### src/rtl/lifo_pkg.sv
package lifo_pkg;
    typedef enum logic [1:0] {
        OP_IDLE = 2'b00,
        OP_PUSH = 2'b01,
        OP_POP  = 2'b10,
        OP_BOTH = 2'b11
    } stk_op_e;

    function automatic stk_op_e decode_op(input logic push, input logic pop);
        return stk_op_e'({pop, push});
    endfunction
endpackage

### src/rtl/lifo_store.sv
module lifo_store #(
    parameter int DATA_W = 8,
    parameter int DEPTH  = 11,
    parameter int PTR_W  = 4
) (
    input  logic              clk,
    input  logic              wr_en,
    input  logic [PTR_W-1:0]  wr_idx,
    input  logic [DATA_W-1:0] wr_data,
    input  logic [PTR_W-1:0]  rd_idx,
    output logic [DATA_W-1:0] rd_data
);
    logic [DATA_W-1:0] cell_q [DEPTH];
    logic [DATA_W-1:0] cell_d [DEPTH];

    for (genvar gi = 0; gi < DEPTH; gi++) begin : g_cell
        always_comb begin
            cell_d[gi] = cell_q[gi];
            if (wr_en && (wr_idx == PTR_W'(gi))) begin
                cell_d[gi] = wr_data;
            end
        end

        always_ff @(posedge clk) begin
            cell_q[gi] <= cell_d[gi];
        end
    end

    always_comb begin
        rd_data = '0;
        for (int i = 0; i < DEPTH; i++) begin
            if (rd_idx == PTR_W'(i)) begin
                rd_data = cell_q[i];
            end
        end
    end
endmodule

### src/rtl/lifo_ctrl.sv
module lifo_ctrl
    import lifo_pkg::*;
#(
    parameter int DATA_W = 8,
    parameter int DEPTH  = 11,
    parameter int PTR_W  = 4
) (
    input  logic              clk,
    input  logic              rst,
    input  logic              push_req,
    input  logic              pop_req,
    input  logic [DATA_W-1:0] rd_data,
    output logic              wr_en,
    output logic [PTR_W-1:0]  wr_idx,
    output logic [PTR_W-1:0]  rd_idx,
    output logic [PTR_W-1:0]  sp,
    output logic              full,
    output logic              empty,
    output logic              err,
    output logic [DATA_W-1:0] dout
);
    localparam logic [PTR_W-1:0] SP_BOTTOM = PTR_W'(DEPTH);
    localparam logic [PTR_W-1:0] SP_TOP    = '0;

    typedef struct packed {
        logic [PTR_W-1:0]  sp;
        logic              full;
        logic              empty;
        logic              err;
        logic [DATA_W-1:0] dout;
    } ctl_state_t;

    ctl_state_t st_q, st_d;
    stk_op_e    op;
    logic       push_ok, pop_ok;
    logic [PTR_W-1:0] sp_dec_d, sp_inc_d;

    assign op       = decode_op(push_req, pop_req);
    assign push_ok  = (op == OP_PUSH) && !st_q.full;
    assign pop_ok   = (op == OP_POP)  && !st_q.empty;
    assign sp_dec_d = st_q.sp - PTR_W'(1);
    assign sp_inc_d = st_q.sp + PTR_W'(1);

    assign wr_en  = push_ok;
    assign wr_idx = sp_dec_d;
    assign rd_idx = st_q.sp;

    always_comb begin
        st_d     = st_q;
        st_d.err = 1'b0;
        unique case (op)
            OP_PUSH: begin
                if (st_q.full) begin
                    st_d.err = 1'b1;
                end else begin
                    st_d.sp    = sp_dec_d;
                    st_d.full  = (sp_dec_d == SP_TOP);
                    st_d.empty = 1'b0;
                end
            end
            OP_POP: begin
                if (st_q.empty) begin
                    st_d.err = 1'b1;
                end else begin
                    st_d.dout  = rd_data;
                    st_d.sp    = sp_inc_d;
                    st_d.empty = (sp_inc_d == SP_BOTTOM);
                    st_d.full  = 1'b0;
                end
            end
            default: ;
        endcase
        if (rst) begin
            st_d.sp    = SP_BOTTOM;
            st_d.full  = 1'b0;
            st_d.empty = 1'b1;
            st_d.err   = 1'b0;
            st_d.dout  = '0;
        end
    end

    always_ff @(posedge clk) begin
        st_q <= st_d;
    end

    assign sp    = st_q.sp;
    assign full  = st_q.full;
    assign empty = st_q.empty;
    assign err   = st_q.err;
    assign dout  = st_q.dout;

    AST_SP_IN_RANGE: assert property (@(posedge clk) disable iff (rst)
        st_q.sp <= SP_BOTTOM);
    AST_PUSH_STEPS_DOWN: assert property (@(posedge clk) disable iff (rst)
        (push_req && !pop_req && !st_q.full) |=> (st_q.sp == $past(st_q.sp) - PTR_W'(1)));
    AST_FULL_AT_TOP: assert property (@(posedge clk) disable iff (rst)
        st_q.full == (st_q.sp == SP_TOP));
    AST_POP_STEPS_UP: assert property (@(posedge clk) disable iff (rst)
        (pop_req && !push_req && !st_q.empty) |=> (st_q.sp == $past(st_q.sp) + PTR_W'(1)));
    AST_EMPTY_AT_BOTTOM: assert property (@(posedge clk) disable iff (rst)
        st_q.empty == (st_q.sp == SP_BOTTOM));
    AST_NO_OVERFLOW: assert property (@(posedge clk) disable iff (rst)
        (push_req && !pop_req && st_q.full) |=> ($stable(st_q.sp) && st_q.err && st_q.full));
    AST_NO_UNDERFLOW: assert property (@(posedge clk) disable iff (rst)
        (pop_req && !push_req && st_q.empty) |=> ($stable(st_q.sp) && $stable(st_q.dout) && st_q.err));
    AST_BOTH_IS_NOP: assert property (@(posedge clk) disable iff (rst)
        (push_req && pop_req) |=> ($stable(st_q.sp) && $stable(st_q.dout) && !st_q.err));
    AST_DOUT_HOLDS: assert property (@(posedge clk) disable iff (rst)
        !(pop_req && !push_req && !st_q.empty) |=> $stable(st_q.dout));
endmodule

### src/rtl/lifo_regstack.sv
module lifo_regstack #(
    parameter int DATA_W = 8,
    parameter int DEPTH  = 11,
    parameter int PTR_W  = $clog2(DEPTH + 1)
) (
    input  logic              clk,
    input  logic              rst,
    input  logic              push_i,
    input  logic              pop_i,
    input  logic [DATA_W-1:0] din_i,
    output logic [DATA_W-1:0] dout_o,
    output logic [PTR_W-1:0]  sp_o,
    output logic              full_o,
    output logic              empty_o,
    output logic              err_o
);
    logic              wr_en;
    logic [PTR_W-1:0]  wr_idx, rd_idx;
    logic [DATA_W-1:0] rd_data;

    lifo_ctrl #(.DATA_W(DATA_W), .DEPTH(DEPTH), .PTR_W(PTR_W)) u_ctrl (
        .clk      (clk),
        .rst      (rst),
        .push_req (push_i),
        .pop_req  (pop_i),
        .rd_data  (rd_data),
        .wr_en    (wr_en),
        .wr_idx   (wr_idx),
        .rd_idx   (rd_idx),
        .sp       (sp_o),
        .full     (full_o),
        .empty    (empty_o),
        .err      (err_o),
        .dout     (dout_o)
    );

    lifo_store #(.DATA_W(DATA_W), .DEPTH(DEPTH), .PTR_W(PTR_W)) u_store (
        .clk     (clk),
        .wr_en   (wr_en),
        .wr_idx  (wr_idx),
        .wr_data (din_i),
        .rd_idx  (rd_idx),
        .rd_data (rd_data)
    );
endmodule

### config.mk
export PLATFORM = sky130hd
export DESIGN_NAME = lifo_regstack
export DESIGN_NICKNAME = d
export VERILOG_FILES = /design/src/rtl/lifo_pkg.sv /design/src/rtl/lifo_store.sv /design/src/rtl/lifo_ctrl.sv /design/src/rtl/lifo_regstack.sv
export SDC_FILE = /design/constraint.sdc
export NUM_CORES = 1
export LEC_CHECK = 0
export BUFFER_PORTS_ARGS = -buffer_cell sky130_fd_sc_hd__buf_2
export CAP_MARGIN = 20
export CORE_UTILIZATION = 40
export CTS_CLUSTER_SIZE = 16
export DETAILED_ROUTE_END_ITERATION = 16
export PLACE_DENSITY_LB_ADDON = 0.08
export SYNTH_ARGS = -nofsm -noshare
export SYNTH_HDL_FRONTEND = slang
export SYNTH_SLANG_ARGS = --single-unit
### constraint.sdc
create_clock -name clk -period 2.2 [get_ports clk]
set_clock_uncertainty 0.1 [all_clocks]
set_input_delay 0.22 -clock clk [delete_from_list [all_inputs] [get_ports clk]]
set_output_delay 0.22 -clock clk [all_outputs]
set_load 0.01 [all_outputs]
Word-level counts from Yosys, hierarchy flattened
Memories as Yosys holds them, arrays and structs flattened. Cells that the tools add are included.

Shifts and indexed selects: 0. Reduce and logical (&&, ||, !) cells: 20. Multiplexer cells: 27. Div/mod/pow operators: 0. Bitwise gates (word level): 1. Add/subtract/negate cells: 2. Multiply operators: 0. Magnitude comparators: 0. Equal/unequal tests: 25.

Operators by type and width (number): 8-bit two-way mux (22); 4-bit by 3-bit == test with 1-bit output (second input constant) (8); 4-bit == test (second input constant) (7); 4-bit by 2-bit == test with 1-bit output (second input constant) (4); 7-bit case mux with 2 select lines (1); 1-bit logical AND (12); 6-bit two-way mux (2); 4-bit by 1-bit == test with 1-bit output (second input constant) (2); 4-bit logical NOT (2); 2-bit AND reduction (3); 4-bit by 1-bit adder with 4-bit output (second input constant) (1); 2-bit != test (second input constant) (2); 4-bit by 1-bit subtractor with 4-bit output (second input constant) (1); 3-bit AND reduction (1); 2-bit by 1-bit == test with 1-bit output (second input constant) (1); 2-bit == test (second input constant) (1); 1-bit two-way mux (2); 2-bit nonzero test (1); 1-bit logical NOT (1); 1-bit NOT (1).

Word-level logic and storage cells: 81. Latch bits: 0. Memory bits (read-only): 0. Flip-flop bits (word level): 15. Bits in writable memories: 88. Output and inout port bits: 15. Memories kept: 1.

Memory list: u_store.cell_q (depth 11, bits a word 8, rd ports 11, clocked after Yosys merged registers in 0, write ports 11, line lifo_store.sv:13) `logic [DATA_W-1:0] cell_q [DEPTH];`.

Logic depth before layout (Yosys ltp)
Gate-level depths: netlist (run 1).

Depth in word-level cells: 12. Mapped depth: 9. Gate-level depth less buffers: 6.

Hierarchy
From an unflattened synthesis (run 1), not the netlist that was laid out.

Cells, all modules: 343. Area, all modules: 4513.1 µm².

By module, submodules not included: lifo_store (area an instance 3661.0 µm², cells each 240, times used 1, seq. area each 2642.5 µm²); lifo_ctrl (area an instance 852.1 µm², cells each 103, times used 1, seq. area each 300.3 µm²).

Worst setup path before layout (run 1)
OpenSTA, ideal clock, no wires.

Path kind: flip-flop to flip-flop. Start: register u_ctrl.rd_idx[0] (netlist name). End: memory u_store.cell_q[0][0] (enable). Clock period less this slack: 2.271 ns. Stages on the path, launching flop included: 8. Buffers on the path: 1. Required time: 1.730 ns. Arrival: 1.800 ns. Setup slack: -0.071 ns. Path through: dfxtp_1 -> inv_1 -> ha_1 -> buf_2 -> nor2_1 -> nand3_1 -> and2_1 -> nor2_1.

RTL lines (line): to (decl) (lifo_store.sv:13).

Final worst setup path (run 1)
Start: register u_ctrl.st_q (netlist bit u_ctrl.rd_idx[0]). End: register u_ctrl.st_q (netlist bit u_ctrl.dout[3]).

Word-level cells in the longest chain between the ends: 12. Elaborated cells between the ends (all ways): 22.

RTL lines: from (decl) (line lifo_ctrl.sv:33) `ctl_state_t st_q, st_d;`; from (signal assigned) (line lifo_ctrl.sv:83) `st_q <= st_d;`; 4-bit logical NOT (line lifo_store.sv:32) `if (rd_idx == PTR_W'(i)) begin`; 8-bit two-way mux (10 in series) (line lifo_store.sv:32); 8-bit two-way mux * (line lifo_store.sv:32).

Every way passes the cells marked *; elsewhere a longest branch is shown, timed or not. A chain may end at the register's enable or synchronous reset.

==> metrics.md, run 1 <==
| Metric | Value |
|---|---|
| Cells after Synth | 366 |
| PwrDens | 813.4 nW/um2 |
| Setup Buffers After CTS | 0 |
| Drt first-iter violations | 261 |
| Crit end category | flip-flop |
| Avg WL per Cell | 22.02 um |
| Largest family of logic cells by synthesized area | compound AO/OA/AOI/OAI gates |
| Post-synthesis register bit count | 103 |
| Post-synthesis adder-cell area fraction | 2.695% |
| R2R setup slack | 0.06 ns |
| Die X | 109.7 um |
| Total gr overflow | 0 |
| Die area | 12040 um2 |
| Io pins | 27 |
| P&R area growth vs syn | 19.19% |
| Clk root buf | clkbuf_16 |
| Reg2Reg Depth | 7 |
| Maximum vdd drop | 462.5 uV |
| N_diodes | 0 |
| Final hold violation count | 0 |
| Final number of setup-violating endpoints | 0 |
| M1 wire length | 5504 um |
| Largest stage delay, worst path | 0.40 ns |
| Met2 WL | 5852 um |
| Syn nets | 388 |
| Yosys cell types | 44 |
| Worst r2r src | u_ctrl.rd_idx[0] |
| Fin Hold WS | 0.1426 ns |
| Vias in the first global route | 3252 |
| Post-layout util | 49.94% |
| Period utilisation layout | 97.32% |
| Seq/Total Area, Yosys | 63.40% |
| Post-synthesis compound-gate area fraction | 17.95% |
| Tot Pwr | 4.500 mW |
| Htree depth | 3 |
| Max-slew headroom | 54.69% |
| Worst setup margin | 0.05895 ns |
| CTS Buffer Depth | 2 |
| Yosys warnings | 0 |
| Initial antenna violation count | 0 |
| CP cell instances | inv_1 > ha_1 > nor2b_4 > a221o_1 > a311oi_2 > buf_4 > o22ai_1 |
| Leakage | 1.887 nW |
| Drc violations | 0 |
| First-pass GRT wire length | 18750 um |
| Initial Util | 41.90% |
| Layout cell share with drive strength beyond 1 | 23.15% |
| GPL Wtd Cong | 0.8132 |
| Worst EP arrival | 2.26 ns |
| WP data required | 2.32 ns |
| Hold path start | din_i[1] |
| Worst-path maximum fanout | 8 |
| Worst hold path type | in2reg |
| Clk_lat worst skew | 0.35 ns |
| RSZ-0062 raised after global routing | yes |
| Syn Area/Cell | 12.68 um2 |
| Worst Hold Depth | 1 |
| Largest net degree at the start of global routing | 26 |
| Core area | 11080 um2 |
| Mux cell area share after synthesis | 0% |
| Hold buffers post-CTS | 0 |
| Status | complete, no violations |
| DRT Pass-1 Iters | 4 |
| Fmax | 467.1 MHz |
| Nets | 437 |
| CTS tree | yes |
| Worst r2r dst | u_ctrl.dout[3] |
| FP Rows | 38 |
| CTS Buf Count | 9 |
| Met3 WL post-DR | 605 um |
| Post-synth ARST share | 0% |
| DP Area | 5179 um2 |
| Worst Tran Pin Value | 0.6771 ns |
| Type of origin of the critical path | flip-flop |
| Post-synth EDFFs | 88 |
| DR top layer | met4 |
| GR Util All Layers | 22.16% |
| Most used DFF post-synth | edfxtp_1 |
| Design Area, Final | 5533 um2 |
| Routed Antenna Nets | 0 |
| Critical path's slowest cell | dfxtp_1 |
| Hold endpoint | u_store.cell_q[8][1] |
| Vias post-DR | 3256 |
| Mapped cell area | 4642 um2 |
| Post-Place Setup Slack | -0.03726 ns |
| Dpl hpwl | 8490 um |
| Post-layout minimum cycle time | 2.141 ns |
| Post-synthesis simple-gate area fraction | 12.08% |
| XOR/XNOR Fraction of Synth Area | 0.1887% |
| Num Clock Sinks | 103 |
| Die height | 109.7 um |
| Reg clk slew, reported paths | 0.07 ns |
| DRT Wirelength | 12310 um |
| Setup CP Type | reg2reg |
| Max-slew violations | 0 |
| Max-cap check violation count | 0 |
| DR vias/cell | 5.825 |
| PortBufs | 26 |
==> layout make-up <==
class	instances	area, um2
Fill cell	968	5545
Sequential cell	103	2943
Multi-Input combinational cell	228	1585
Timing Repair Buffer	67	508.0
Clock buffer	12	256.5
Tap cell	140	175.2
Clock inverter	3	42.54
Inverter	6	22.52
==> state kept, by name, summed over array words and instances, names as in the netlist <==
register        count
u_ctrl.full         1
u_ctrl.err          1
u_ctrl.empty        1
u_ctrl.dout         8
u_ctrl.rd_idx       4
u_store.cell_q     88
==> logic make-up (layout without fill, tap and decap cells) <==
logic type	Yosys count	after routing
compound gates	118	118
flops	103	103
simple gates	99	99
buf+inv	35	88
fa+ha+maj	10	10
xor+xnor	1	1
==> worst max path at each step <==
stage	startpoint	depth (start not counted)	slack, ns	end
6_report	u_ctrl.rd_idx[0]	7	0.06	u_ctrl.dout[3]
5_1_grt	u_ctrl.rd_idx[0]	8	-0.02	u_ctrl.dout[3]
4_1_cts	u_ctrl.rd_idx[1]	5	0.03	u_store.cell_q[7][5]
3_5_place_dp	u_ctrl.rd_idx[1]	7	-0.04	u_ctrl.dout[3]
3_3_place_gp	u_ctrl.rd_idx[0]	8	-0.04	u_ctrl.dout[3]
2_1_floorplan	u_ctrl.rd_idx[0]	7	-0.07	u_store.cell_q[0][0]
==> cells in the mapped netlist (all sizes together), types with 8 or more instances <==
cell type | count | area, um2
o22ai | 9 | 56.30
a21oi | 34 | 170.2
clkbuf | 11 | 41.29
nor2 | 19 | 71.32
nand2 | 14 | 52.55
a221o | 8 | 80.08
buf | 18 | 107.6
nor2b | 28 | 182.7
nand3b | 9 | 67.56
edfxtp | 88 | 2643
a22oi | 8 | 60.06
nand2b | 13 | 81.33
ha | 10 | 125.1
dfxtp | 15 | 300.3
==> layout by cell type (no fill, tap or decap), types with 3 or more instances in the layout <==
cell type,n
dfxtp_1,15
buf_2,26
nor2_2,5
a22o_1,7
nand2_1,13
nand3b_1,9
edfxtp_1,88
buf_4,34
o211ai_1,7
a211oi_1,5
a221o_1,8
o2111ai_1,7
o21ai_0,6
a21oi_1,34
buf_12,5
clkbuf_16,9
a311oi_1,5
a22oi_1,8
o22ai_1,9
nand3_1,4
nor2b_1,27
nand2b_1,13
ha_1,7
o31ai_1,7
inv_1,6
a211o_1,3
nor2_1,14
==> power by group <==
part | internal (mW) | switching (mW)
Clock | 0.937 | 0.676
Sequential | 2.16 | 0.0247
Combinational | 0.298 | 0.405
==> per-stage QoR <==
stage	std cells	TNS, ns
finish	559	0
global route	559	-0.02562
CTS	559	0
detailed placement	544	-0.06774
global placement	544	-0.06982
floorplan	366	-2.140
==> per-layer routing <==
layer / global-route usage, % / up-vias
met5: 0 / -
met4: 11.43 / 0
met3: 2.905 / 19
met2: 34.64 / 97
met1: 30.19 / 1632
li1: - / 1508
==> critical path: cells and delay by family (launching register included) <==
kind | cells | cell delay, ns
adders and majority gates | 1 | 0.28
AOI/OAI and AO/OA | 3 | 0.72
DFF | 1 | 0.40
and+or+nand+nor | 1 | 0.19
buffers and inverters | 2 | 0.32
==> timing repair <==
action / CTS / global route
resized for setup: 2 / 10
pin swaps: 0 / 0
setup endpoints to repair: 2 / 61
No activity file was read; power rests on OpenSTA's default activity.
==> run 2, diff against run 1 <==
Settings changed: CTS_BUF_LIST set to sky130_fd_sc_hd__clkbuf_8 sky130_fd_sc_hd__clkbuf_16, MAX_ROUTING_LAYER set to met4.
==> metrics.md, run 2 (synthesis results as in run 1) <==
| Metric | Value |
|---|---|
| P&R area growth vs syn | 19.22% |
| PwrDens | 811.6 nW/um2 |
| Type of origin of the critical path | flip-flop |
| DRT Wirelength | 12370 um |
| Initial Util | 41.90% |
| Max-cap check violation count | 0 |
| Reg clk slew, reported paths | 0.07 ns |
| Clock network power share | 35.7% |
| Die height | 109.7 um |
| Total gr overflow | 0 |
| Initial antenna violation count | 0 |
| Sequential power share | 48.6% |
| Drc violations | 0 |
| Clk root buf | clkbuf_16 |
| WP data required | 2.16 ns |
| Worst setup margin | 0.08078 ns |
| Number of flip-flops under the largest register name | 88 |
| Worst Tran Pin Value | 0.6736 ns |
| Drt first-iter violations | 315 |
| Post-layout minimum cycle time | 2.119 ns |
| Htree depth | 3 |
| Commonest non-fill, non-tap cell in the layout | edfxtp_1 |
| Num Clock Sinks | 103 |
| First-pass GRT wire length | 18700 um |
| Dpl hpwl | 8490 um |
| Hold path start | din_i[1] |
| Vias in the first global route | 3271 |
| Design Area, Final | 5534 um2 |
| DP Cell Count | 544 |
| PortBufs | 26 |
| Setup CP Type | reg2reg |
| Switching share of power | 24.52% |
| Worst Setup EP | u_store.cell_q[9][4] |
| Worst EP arrival | 2.08 ns |
| CTS Buffer Depth | 2 |
| Leakage | 1.891 nW |
| N_diodes | 0 |
| GR Util All Layers | 22.77% |
| CTS tree | yes |
| Max-slew violations | 0 |
| Worst hold path type | in2reg |
| DRT Pass-1 Iters | 4 |
| R2R setup slack | 0.08 ns |
| Layout cell share with drive strength beyond 1 | 23.39% |
| Avg WL per Cell | 22.14 um |
| Die area | 12040 um2 |
| CP Launch Point | u_ctrl.rd_idx[1] |
| Reg2Reg Depth | 6 |
| Io pins | 27 |
| Largest reg by FF count | u_store.cell_q |
| CTS Buf Count | 9 |
| Die X | 109.7 um |
| Fmax | 471.9 MHz |
| Largest net degree at the start of global routing | 26 |
| Nets | 437 |
| Crit end category | flip-flop |
| Hold buffers post-CTS | 0 |
| Maximum vdd drop | 463.3 uV |
| Core area | 11080 um2 |
| Final number of setup-violating endpoints | 0 |
| Period utilisation layout | 96.33% |
| Post-Place Setup Slack | -0.03726 ns |
| Worst r2r src | u_ctrl.rd_idx[1] |
| Vias post-DR | 3266 |
| Final hold violation count | 0 |
| GPL Wtd Cong | 0.8252 |
| DR vias/cell | 5.843 |
| Routed Antenna Nets | 0 |
| Status | complete, no violations |
| Worst r2r dst | u_store.cell_q[9][4] |
| Max-slew headroom | 54.93% |
| Non-filler instance count after layout | 559 |
| DP Area | 5179 um2 |
| Clk_lat worst skew | 0.34 ns |
| Combinational share of power | 15.7% |
| RSZ-0062 raised after global routing | no |
| FP Rows | 38 |
| Worst-path maximum fanout | 12 |
| Fin Hold WS | 0.1454 ns |
| NetSw | 1.101 mW |
| Commonest non-fill, non-tap cells in the layout | edfxtp_1 (88), a21oi_1 (34), buf_4 (34) |
| Cell-internal power | 3.390 mW |
==> run 2: changes by cell type in the layout (fill, tap and decap cells not counted), sizes merged <==
cell and delta:
inv +1, clkbuf -1
==> run 2: worst max-delay path, stage by stage, from the launching register on <==
cell,delay (ns)
dfxtp_1,0.35
buf_12,0.16
or3_1,0.36
and2_1,0.20
o31a_1,0.31
nor2_2,0.18
buf_6,0.17
==> run 2: area by class of cell <==
cell class | instances | area, um2
fillers | 967 | 5544
flip-flops and latches | 103 | 2944
multi-input cells | 228 | 1585
repair buffers | 67 | 508.0
clock buffers | 11 | 252.7
well taps | 140 | 175.2
clock inverters | 4 | 46.29
inverters | 6 | 22.52
==> run 2: what timing repair did <==
| action | 4_1_cts | 5_1_grt |
|---|---|---|
| endpoints found under the setup margin | 2 | 55 |
| buffers inserted | 0 | 0 |
| gates resized for setup | 2 | 11 |
==> run 2: through the flow <==
step	TNS [ns]	util (%)	total power, mW
after floorplan	-2.140	-	2.625
after global placement	-0.06982	46.75	2.914
after detailed placement	-0.06774	46.75	2.912
after CTS	0	49.56	4.519
after global routing	0	49.95	4.649
final	0	49.95	4.491
==> run 2: power groups by stage <==
stage          sequential [mW]  combinational (mW)  clock, mW
2_1_floorplan             2.23               0.394          0
3_5_place_dp              2.23               0.686          0
3_3_place_gp              2.23               0.689          0
6_report                  2.18               0.705       1.60
4_1_cts                   2.18               0.695       1.64
5_1_grt                   2.19               0.766       1.70
==> run 2: worst min path at each step <==
stage / slack [ns] / cells after the start / end
4_1_cts: 0.14 / 1 / u_store.cell_q[6][1]
3_5_place_dp: 0.44 / 1 / u_ctrl.full
5_1_grt: 0.14 / 1 / u_store.cell_q[9][1]
6_report: 0.15 / 1 / u_store.cell_q[8][1]
2_1_floorplan: 0.22 / 0 / u_store.cell_q[0][0]
3_3_place_gp: 0.42 / 2 / u_ctrl.empty
==> run 2: routing by layer <==
metal  global-route usage (%)  up-vias  wire length, um
met5                        -        -                0
met2                    34.82      101             5866
met1                    29.89     1639             5445
met3                    3.794       19              726
met4                    10.00        0              336
li1                         -     1507                -
